[config.mk]
export PLATFORM = sky130hd
export DESIGN_NAME = rep_irq_timer
export DESIGN_NICKNAME = d
export VERILOG_FILES = /design/src/rtl/rep_irq_timer.sv
export SDC_FILE = /design/constraint.sdc
export NUM_CORES = 1
export LEC_CHECK = 0
export ABC_CLOCK_PERIOD_IN_PS = 1800
export BUFFER_PORTS_ARGS = -buffer_cell sky130_fd_sc_hd__clkbuf_2
export CAP_MARGIN = 20
export CORE_ASPECT_RATIO = 1.75
export CORE_UTILIZATION = 33
export DETAILED_ROUTE_END_ITERATION = 6
export PLACE_DENSITY_LB_ADDON = 0.1
export SLEW_MARGIN = 25
export SYNTH_ARGS = -nofsm -noshare
export SYNTH_HDL_FRONTEND = slang
export SYNTH_SLANG_ARGS = --single-unit
export TNS_END_PERCENT = 50
[constraint.sdc]
create_clock -name clk -period 1.8 [get_ports clk]
set_input_delay 0.27 -clock clk [delete_from_list [all_inputs] [get_ports clk]]
set_output_delay 0.27 -clock clk [all_outputs]
set_load 0.03 [all_outputs]
[src/rtl/rep_irq_timer.sv]
module rep_irq_timer #(
  parameter int W = 32
) (
  input  logic         clk,
  input  logic         rst_n,
  input  logic         bus_wr,
  input  logic [1:0]   bus_addr,
  input  logic [W-1:0] bus_wdata,
  output logic [W-1:0] bus_rdata,
  input  logic         dbg_halt,
  output logic         irq
);
  localparam logic [1:0] A_CMP = 2'd0, A_MASK = 2'd1, A_CTRL = 2'd2, A_CNT = 2'd3;
  localparam int B_EN = 0, B_COM = 1, B_HALT = 2, B_FLAG = 3;

  logic [W-1:0] cmp_q, mask_q, cnt_q;
  logic         en_q, com_q, halt_q, flag_q;

  wire run    = en_q && !(halt_q && dbg_halt);
  wire hit    = ((cnt_q ^ cmp_q) & ~mask_q) == '0;
  wire wr_cmp = bus_wr && bus_addr == A_CMP;
  wire wr_msk = bus_wr && bus_addr == A_MASK;
  wire wr_ctl = bus_wr && bus_addr == A_CTRL;
  wire wr_cnt = bus_wr && bus_addr == A_CNT;
  wire fire   = run && hit;

  always_ff @(posedge clk or negedge rst_n)
    if (!rst_n) begin
      cmp_q <= '0; mask_q <= '0; cnt_q <= '0;
      en_q <= 1'b0; com_q <= 1'b0; halt_q <= 1'b0; flag_q <= 1'b0;
    end else begin
      if (wr_cmp) cmp_q <= bus_wdata;
      if (wr_msk) mask_q <= bus_wdata;
      if (wr_ctl) begin
        en_q   <= bus_wdata[B_EN];
        com_q  <= bus_wdata[B_COM];
        halt_q <= bus_wdata[B_HALT];
      end
      if (wr_cnt)              cnt_q <= bus_wdata;
      else if (fire && com_q)  cnt_q <= '0;
      else if (run)            cnt_q <= cnt_q + 1'b1;
      if (fire)                            flag_q <= 1'b1;
      else if (wr_ctl && bus_wdata[B_FLAG]) flag_q <= 1'b0;
    end

  always_comb
    case (bus_addr)
      A_CMP:   bus_rdata = cmp_q;
      A_MASK:  bus_rdata = mask_q;
      A_CTRL:  bus_rdata = {{(W-4){1'b0}}, flag_q, halt_q, com_q, en_q};
      default: bus_rdata = cnt_q;
    endcase

  assign irq = flag_q;

  a_r4_hold_when_idle: assert property (@(posedge clk) disable iff (!rst_n)
    (!run && !wr_cnt) |=> $stable(cnt_q));
  a_r5_match_raises_irq: assert property (@(posedge clk) disable iff (!rst_n)
    (run && hit) |=> irq);
  a_r5_no_spurious_set: assert property (@(posedge clk) disable iff (!rst_n)
    (!irq && !(run && hit)) |=> !irq);
  a_r6_sticky: assert property (@(posedge clk) disable iff (!rst_n)
    (irq && !(wr_ctl && bus_wdata[B_FLAG])) |=> irq);
  a_r6_clear: assert property (@(posedge clk) disable iff (!rst_n)
    (wr_ctl && bus_wdata[B_FLAG] && !(run && hit)) |=> !irq);
  a_r7_clear_on_match: assert property (@(posedge clk) disable iff (!rst_n)
    (run && hit && com_q && !wr_cnt) |=> cnt_q == '0);
  a_r9_counter_load: assert property (@(posedge clk) disable iff (!rst_n)
    wr_cnt |=> cnt_q == $past(bus_wdata));
  a_r10_wrap: assert property (@(posedge clk) disable iff (!rst_n)
    (run && !wr_cnt && cnt_q == '1 && !(hit && com_q)) |=> cnt_q == '0);
endmodule

==> out/qor_table.md, run 1 <==
| Stage | Metric | Reported |
| --- | --- | --- |
| routing | Count of nets left with antenna violations after detail routing | 0 |
| worst setup path | Largest fanout of any net on the critical path | 9 |
| power | Ratio of total power to cell area | 1150 nW/um2 |
| finish | Diode count | 0 |
| global route | Vias in the first global route | 4777 |
| worst setup path | Type of element capturing the critical path | register |
| global route | First-pass GRT wire length | 26.3 mm |
| routing | Wire length per cell | 19.7 um |
| placement | Port bufs | 70 |
| die | Area of the die | 17100 um2 |
| yosys | Synth async-reset ratio | 100% |
| cts | Root Buffer Master | sky130_fd_sc_hd__clkbuf_16 |
| yosys | Count of state elements after synthesis | 100 |
| finish | Ratio of cells with drive above 1 in the final layout | 47.0% |
| cts | Clock Path Buffers | 2 |
| routing | Detailed Route Iter0 Violations | 73 |
| global route | Initial antenna violation count | 0 |
| yosys | Post-synth cell types | 35 |
| worst setup path | CP required | 2.01 ns |
| cts | Clock Sinks | 100 |
| global route | Total overflow reported by the global router | 0 |
| worst setup path | Crit path max-delay cell type | sky130_fd_sc_hd__dfrtp_1 |
| timing | Slack of the critical path | -0.174 ns |
| cts | Clock input transition at the sequential cells of the worst setup and hold paths | 0.07 ns |
| finish | Final Cell Area | 7380 um2 |
| min path | Class of the worst hold path | input pin to register |
| die | Number of top-level pins | 71 |
| timing | Total negative slack for setup checks | -5.46 ns |
| cts | CTS tree | yes |
| timing | Max-slew violation count | 0 |
| power | Pwr Total | 0.00847 W |
| finish | Net count reported at finish | 696 |
| finish | Top library cells by usage in the layout, fill and taps aside | sky130_fd_sc_hd__dfrtp_1, sky130_fd_sc_hd__buf_4, sky130_fd_sc_hd__mux2_2 |
| die | FP Rows | 62 |
| timing | Setup violation total in the final timing report | 36 |
| cts | Clock insertion delay at the later pin of the skew report | 0.35 ns |
| cts | Clock buffers created by TritonCTS | 9 |
| yosys | Synthesized area per cell | 10.8 um2 |
| finish | Layout overhead on the synthesized area | 34.8% |
| yosys | Share of synthesized area spent on multiplexers | 20.5% |
| routing | Final WL | 16.8 mm |
| timing | Relative slew margins | 65.6% |
| status | Violations in the final reports | negative setup slack |
| power | Static Leak | 3.21 nW |
| timing | Max frequency | 507 MHz |
| yosys | Number of warnings reported in the yosys synthesis log | 0 |
| placement | DP HPWL | 12.1 mm |
| yosys | Post-synthesis cell area | 5480 um2 |
| finish | Fillcell total | 1583 |
| die | Effective utilization at floorplan | 33.6% |
| yosys | Sequential cell area fraction in the yosys report | 45.7% |
| worst setup path | Slowest Stage Delay on Critical Path | 0.40 ns |
| yosys | Combinational family with the most area after synthesis | multiplexers |
| yosys | Post-Synth XOR/XNOR Area | 10.1% |
| die | Total core area | 16300 um2 |
| worst setup path | Nature of the critical path startpoint | register |
| status | Run status | finished, violations left |
| timing | Final worst path period share | 110% |
| routing | Via count | 4395 |
| die | Die height | 172 um |
| finish | Most frequent standard cell in the layout excluding fill and tap cells | sky130_fd_sc_hd__dfrtp_1 |
| worst setup path | Crit-path cells | xnor2_1, o22ai_1, nor4_1, o2111ai_1, nor3_4, buf_6, buf_8, a211oi_1 |
| timing | Min Clock Period, post-route | 1.97 ns |
| yosys | Primary FF master, synth | sky130_fd_sc_hd__dfrtp_1 |
| yosys | Adder-cell share of the synthesized area | 0.228% |
| worst setup path | Critical setup path kind | register to register |
| routing | Average via count per standard cell | 5.15 |
| placement | Worst setup slack before clock tree synthesis | -0.283 ns |
| global route | GR Util All Layers | 20.7% |
| timing | Final Hold Vio Count | 0 |
| power | Max IR drop VDD | 0.530 mV |
| die | Chip Width | 99.4 um |
| timing | Actual transition at the worst max-transition pin | 0.516 ns |
| yosys | Number of cells produced by synthesis | 508 |
| placement | Last weighted congestion value of the routability-driven placer | 0.789 |
| flow run | Max-cap violations | 0 |
| cts | H-tree level count | 3 |
| yosys | EDFF count, synth | 0 |
| routing | Pre-Repair DR Iteration Count | 4 |
| yosys | Synth Area in Simple Gates | 11.1% |
| routing | Number of DRC violations after detailed routing | 0 |
| timing | Setup repair after global routing missed its margin | true |
| yosys | Area fraction in compound gates after synthesis | 9.59% |
| global route | Maximum number of pins on one net before global-route repair | 46 |
| timing | Post-route clock skew | 0.00839 ns |
| worst setup path | Critical path data arrival time | 2.19 ns |
| yosys | Synth Net Count | 547 |
| placement | Placed cell area | 6810 um2 |
[cell families after synthesis]
| kind of cell | after synthesis |
|---|---|
| xor+xnor | 63 |
| simple gates | 128 |
| compound gates | 81 |
| flops | 100 |
| mux | 99 |
| fa+ha+maj | 1 |
| buf+inv | 36 |
[final timing paths]
path / start / end / slack [ns] / cells past startpoint
min in group asynchronous: rst_n / mask_q[23]$_DFFE_PN0P_ / 0.43 / 2
setup reg to reg: cmp_q[23]$_DFFE_PN0P_ / cnt_q[11]$_DFFE_PN0P_ / -0.17 / 8
hold reg to reg: mask_q[3]$_DFFE_PN0P_ / mask_q[3]$_DFFE_PN0P_ / 0.51 / 2
max in group asynchronous: rst_n / cnt_q[10]$_DFFE_PN0P_ / 0.71 / 3
hold / removal: bus_wdata[16] / mask_q[16]$_DFFE_PN0P_ / 0.19 / 2
setup / recovery: cmp_q[23]$_DFFE_PN0P_ / cnt_q[11]$_DFFE_PN0P_ / -0.17 / 8
[layout make-up]
type	count	area [um2]	area share, %
Multi-Input combinational cell	372	3030	41.1
Sequential cell	100	2510	34.0
Timing Repair Buffer	170	1290	17.5
Tap cell	192	240	3.25
Clock buffer	9	225	3.05
Clock inverter	6	65.1	0.881
Inverter	4	15.0	0.203
[per-layer routing]
| layer | GRT usage, % | wire length (um) |
|---|---|---|
| met4 | 6.07 | 248 |
| met5 | 0 | 0 |
| met2 | 40.4 | 9560 |
| met1 | 23.3 | 6650 |
| met3 | 2.43 | 329 |
[cell usage after synthesis (2+ instances only)]
master / n / area [um2]
sky130_fd_sc_hd__a211oi_1: 30 / 225
sky130_fd_sc_hd__a211oi_2: 2 / 25.0
sky130_fd_sc_hd__and3_1: 6 / 37.5
sky130_fd_sc_hd__and4_1: 2 / 17.5
sky130_fd_sc_hd__buf_2: 10 / 50.1
sky130_fd_sc_hd__clkbuf_1: 20 / 75.1
sky130_fd_sc_hd__dfrtp_1: 100 / 2500
sky130_fd_sc_hd__inv_1: 4 / 15.0
sky130_fd_sc_hd__mux2_2: 66 / 743
sky130_fd_sc_hd__mux2i_1: 29 / 290
sky130_fd_sc_hd__mux4_2: 4 / 90.1
sky130_fd_sc_hd__nand2_1: 43 / 161
sky130_fd_sc_hd__nand3_1: 8 / 40.0
sky130_fd_sc_hd__nand3b_1: 2 / 15.0
sky130_fd_sc_hd__nand4_1: 9 / 56.3
sky130_fd_sc_hd__nor2_1: 43 / 161
sky130_fd_sc_hd__nor3_1: 3 / 15.0
sky130_fd_sc_hd__nor4_1: 5 / 31.3
sky130_fd_sc_hd__o21ai_0: 31 / 155
sky130_fd_sc_hd__o22ai_1: 15 / 93.8
sky130_fd_sc_hd__xnor2_1: 47 / 412
sky130_fd_sc_hd__xor2_1: 16 / 140
[registers in the layout, indices dropped and copies added (netlist names)]
signal / count
mask_q: 32
com_q: 1
irq: 1
halt_q: 1
en_q: 1
cmp_q: 32
cnt_q: 32
[metrics by stage]
stage / cells / util (%) / hold slack (ns)
finish: 853 / 45.3 / 0.190
global route: 853 / 45.3 / 0.193
CTS: 851 / 44.8 / 0.183
detailed placement: 828 / 41.8 / 0.276
global placement: 828 / 41.8 / 0.275
floorplan: 508 / - / -0.0256
[power by group]
group          switching (W)  internal, W
clock               0.000893      0.00107
combinational        0.00156      0.00173
sequential          0.000482      0.00273
[worst max-delay path, delay by kind of cell, from the launching register on]
family	cells	cell delay [ns]
xor+xnor	1	0.17
flops	1	0.40
simple gates	2	0.51
buf+inv	2	0.29
compound gates	3	0.45
[what timing repair did]
item,4_1_cts,5_1_grt
endpoints found under the hold margin,31,0
hold buffers,1,0
pin swaps,5,8
setup endpoints to repair,37,37
resized for setup,27,25
cloned,1,1
setup buffers,6,4
Power figures use the tool's default switching activity.
==> inputs of run 2 (changes only) <==
- CORE_ASPECT_RATIO: 1.75 -> not set
==> run 2 against run 1 <==
Net effect: critical endpoint unchanged; largest cell class unchanged; critical path type unchanged; setup slack got worse by 0.0093 ns; largest power group unchanged; highest routed layer unchanged; routed wire length decreased by 2.3%; maximum frequency decreased by 0.47%; the flow still finishes with violations (negative setup slack); sequential share of layout area decreased by 0.17 points; final cell count increased by 2.7%.
==> out/qor_table.md, run 2 (synthesis gave the netlist of run 1 again) <==
| Stage | Metric | Reported |
| --- | --- | --- |
| status | Run status | finished, violations left |
| status | Violations in the final reports | negative setup slack |
| placement | DP HPWL | 12.1 mm |
| power | Static Leak | 3.20 nW |
| worst setup path | Critical setup path kind | register to register |
| finish | Top library cells by usage in the layout, fill and taps aside | sky130_fd_sc_hd__dfrtp_1, sky130_fd_sc_hd__buf_4, sky130_fd_sc_hd__mux2_2, sky130_fd_sc_hd__clkbuf_2, sky130_fd_sc_hd__nand2_1 |
| die | Chip Width | 131 um |
| timing | Slack of the critical path | -0.183 ns |
| cts | H-tree level count | 3 |
| cts | Clock Path Buffers | 2 |
| timing | Final Hold Vio Count | 0 |
| worst setup path | Critical path data arrival time | 2.21 ns |
| die | Area of the die | 17100 um2 |
| finish | Largest registers ranked by flip-flop count | cmp_q (32), cnt_q (32), mask_q (32) |
| finish | Post-layout util | 46.1% |
| power | Ratio of total power to cell area | 1140 nW/um2 |
| timing | Actual transition at the worst max-transition pin | 0.514 ns |
| power | Part of the power in the clock network | 23.9% |
| cts | Clock input transition at the sequential cells of the worst setup and hold paths | 0.07 ns |
| routing | Via count | 4401 |
| global route | Initial antenna violation count | 0 |
| cts | Clock Sinks | 100 |
| die | Effective utilization at floorplan | 34.1% |
| timing | Relative slew margins | 65.7% |
| finish | Total area of multi-input combinational cells | 3040 um2 |
| power | Sequential Power Share | 37.7% |
| finish | Diode count | 0 |
| worst setup path | Nature of the critical path startpoint | register |
| timing | Max-slew violation count | 0 |
| timing | Max frequency | 504 MHz |
| finish | Layout overhead on the synthesized area | 35.1% |
| routing | Average via count per standard cell | 5.02 |
| die | Die height | 131 um |
| die | Total core area | 16100 um2 |
| finish | Ratio of cells with drive above 1 in the final layout | 46.2% |
| placement | Last weighted congestion value of the routability-driven placer | 0.807 |
| timing | Final worst path period share | 110% |
| timing | Total negative slack for setup checks | -4.66 ns |
| power | Combinational share of power | 38.4% |
| timing | Setup violation total in the final timing report | 35 |
| die | Number of top-level pins | 71 |
| placement | Worst setup slack before clock tree synthesis | -0.174 ns |
| routing | Final WL | 16.4 mm |
| global route | Vias in the first global route | 4562 |
| global route | GR Util All Layers | 20.7% |
| cts | Root Buffer Master | sky130_fd_sc_hd__clkbuf_16 |
| placement | Port bufs | 70 |
| die | FP Rows | 46 |
| finish | Net count reported at finish | 695 |
| cts | Clock insertion delay at the later pin of the skew report | 0.36 ns |
| worst setup path | Type of element capturing the critical path | register |
| global route | Maximum number of pins on one net before global-route repair | 65 |
| routing | Number of DRC violations after detailed routing | 0 |
| flow run | Max-cap violations | 0 |
| min path | Class of the worst hold path | input pin to register |
| finish | Most frequent standard cell in the layout excluding fill and tap cells | sky130_fd_sc_hd__dfrtp_1 |
| finish | Storage element area | 2500 um2 |
| worst setup path | Largest fanout of any net on the critical path | 8 |
| worst setup path | CP required | 2.03 ns |
| timing | Setup repair after global routing missed its margin | true |
| finish | Fillcell total | 1522 |
| power | Max IR drop VDD | 0.522 mV |
| cts | CTS tree | yes |
| timing | Post-route clock skew | 0.00930 ns |
| timing | Min Clock Period, post-route | 1.98 ns |
| routing | Detailed Route Iter0 Violations | 208 |
| power | Fraction of power spent switching nets | 34.2% |
| power | Sw power | 0.00290 W |
| power | Pwr Total | 0.00847 W |
| cts | Clock buffers created by TritonCTS | 9 |
| power | Cell internal power dissipation | 0.00558 W |
| routing | Wire length per cell | 18.7 um |
| global route | Total overflow reported by the global router | 0 |
| routing | Count of nets left with antenna violations after detail routing | 0 |
| routing | Pre-Repair DR Iteration Count | 4 |
| global route | First-pass GRT wire length | 25.8 mm |
## run 2: per-layer routing
metal	share of wire, %	GRT usage [%]
met1	47	27.7
met3	3.5	3.87
met5	0	0
met2	49	34.1
met4	1.2	6.09
## run 2: cell type report
type / count / share of cell area, %
multi-input cells: 372 / 41.1
repair buffers: 169 / 17.1
clock buffers: 14 / 3.70
clock inverters: 1 / 0.406
inverters: 4 / 0.203
well taps: 216 / 3.65
flip-flops and latches: 100 / 33.8
## run 2: critical path, stage by stage (launching register included)
cell                        delay [ns]
sky130_fd_sc_hd__dfrtp_1          0.40
sky130_fd_sc_hd__xnor2_2          0.18
sky130_fd_sc_hd__o22ai_2          0.15
sky130_fd_sc_hd__nor4_2           0.32
sky130_fd_sc_hd__o2111ai_2        0.18
sky130_fd_sc_hd__nor3_4           0.27
sky130_fd_sc_hd__buf_6            0.17
sky130_fd_sc_hd__buf_12           0.14
sky130_fd_sc_hd__a211oi_1         0.05
## run 2: path summary, 6_finish.rpt
| check | endpoint | from | slack, ns | cells past startpoint |
|---|---|---|---|---|
| min | cmp_q[21]$_DFFE_PN0P_ | bus_wdata[21] | 0.17 | 2 |
| min reg2reg | mask_q[3]$_DFFE_PN0P_ | mask_q[3]$_DFFE_PN0P_ | 0.52 | 2 |
| max in group asynchronous | cnt_q[20]$_DFFE_PN0P_ | rst_n | 0.75 | 3 |
| min in group asynchronous | mask_q[0]$_DFFE_PN0P_ | rst_n | 0.44 | 2 |
| max reg2reg | cnt_q[11]$_DFFE_PN0P_ | cnt_q[23]$_DFFE_PN0P_ | -0.18 | 8 |
| max | cnt_q[11]$_DFFE_PN0P_ | cnt_q[23]$_DFFE_PN0P_ | -0.18 | 8 |
## run 2: repair_timing
| action | CTS | global route |
|---|---|---|
| resized for setup | 16 | 33 |
| gates cloned | 0 | 2 |
| buffers inserted | 0 | 2 |
| hold buffers | 1 | 0 |
| pin swaps | 2 | 7 |
| endpoints found under the setup margin | 35 | 36 |
| hold endpoints to repair | 34 | 0 |
## run 2: power groups by stage
stage | clock, W | combinational (W) | sequential, W
final | 0.00202 | 0.00326 | 0.00319
after global routing | 0.00217 | 0.00353 | 0.00326
after global placement | 0 | 0.00304 | 0.00320
after CTS | 0.00209 | 0.00317 | 0.00318
after detailed placement | 0 | 0.00307 | 0.00321
after floorplan | 0 | 0.00179 | 0.00315
## run 2: stage by stage
stage          std cells  hold slack (ns)  area [um2]
2_1_floorplan        508          -0.0256        5550
3_3_place_gp         856            0.280        6840
3_5_place_dp         856            0.279        6840
4_1_cts              872            0.162        7220
5_1_grt              876            0.168        7400
6_report             876            0.171        7400
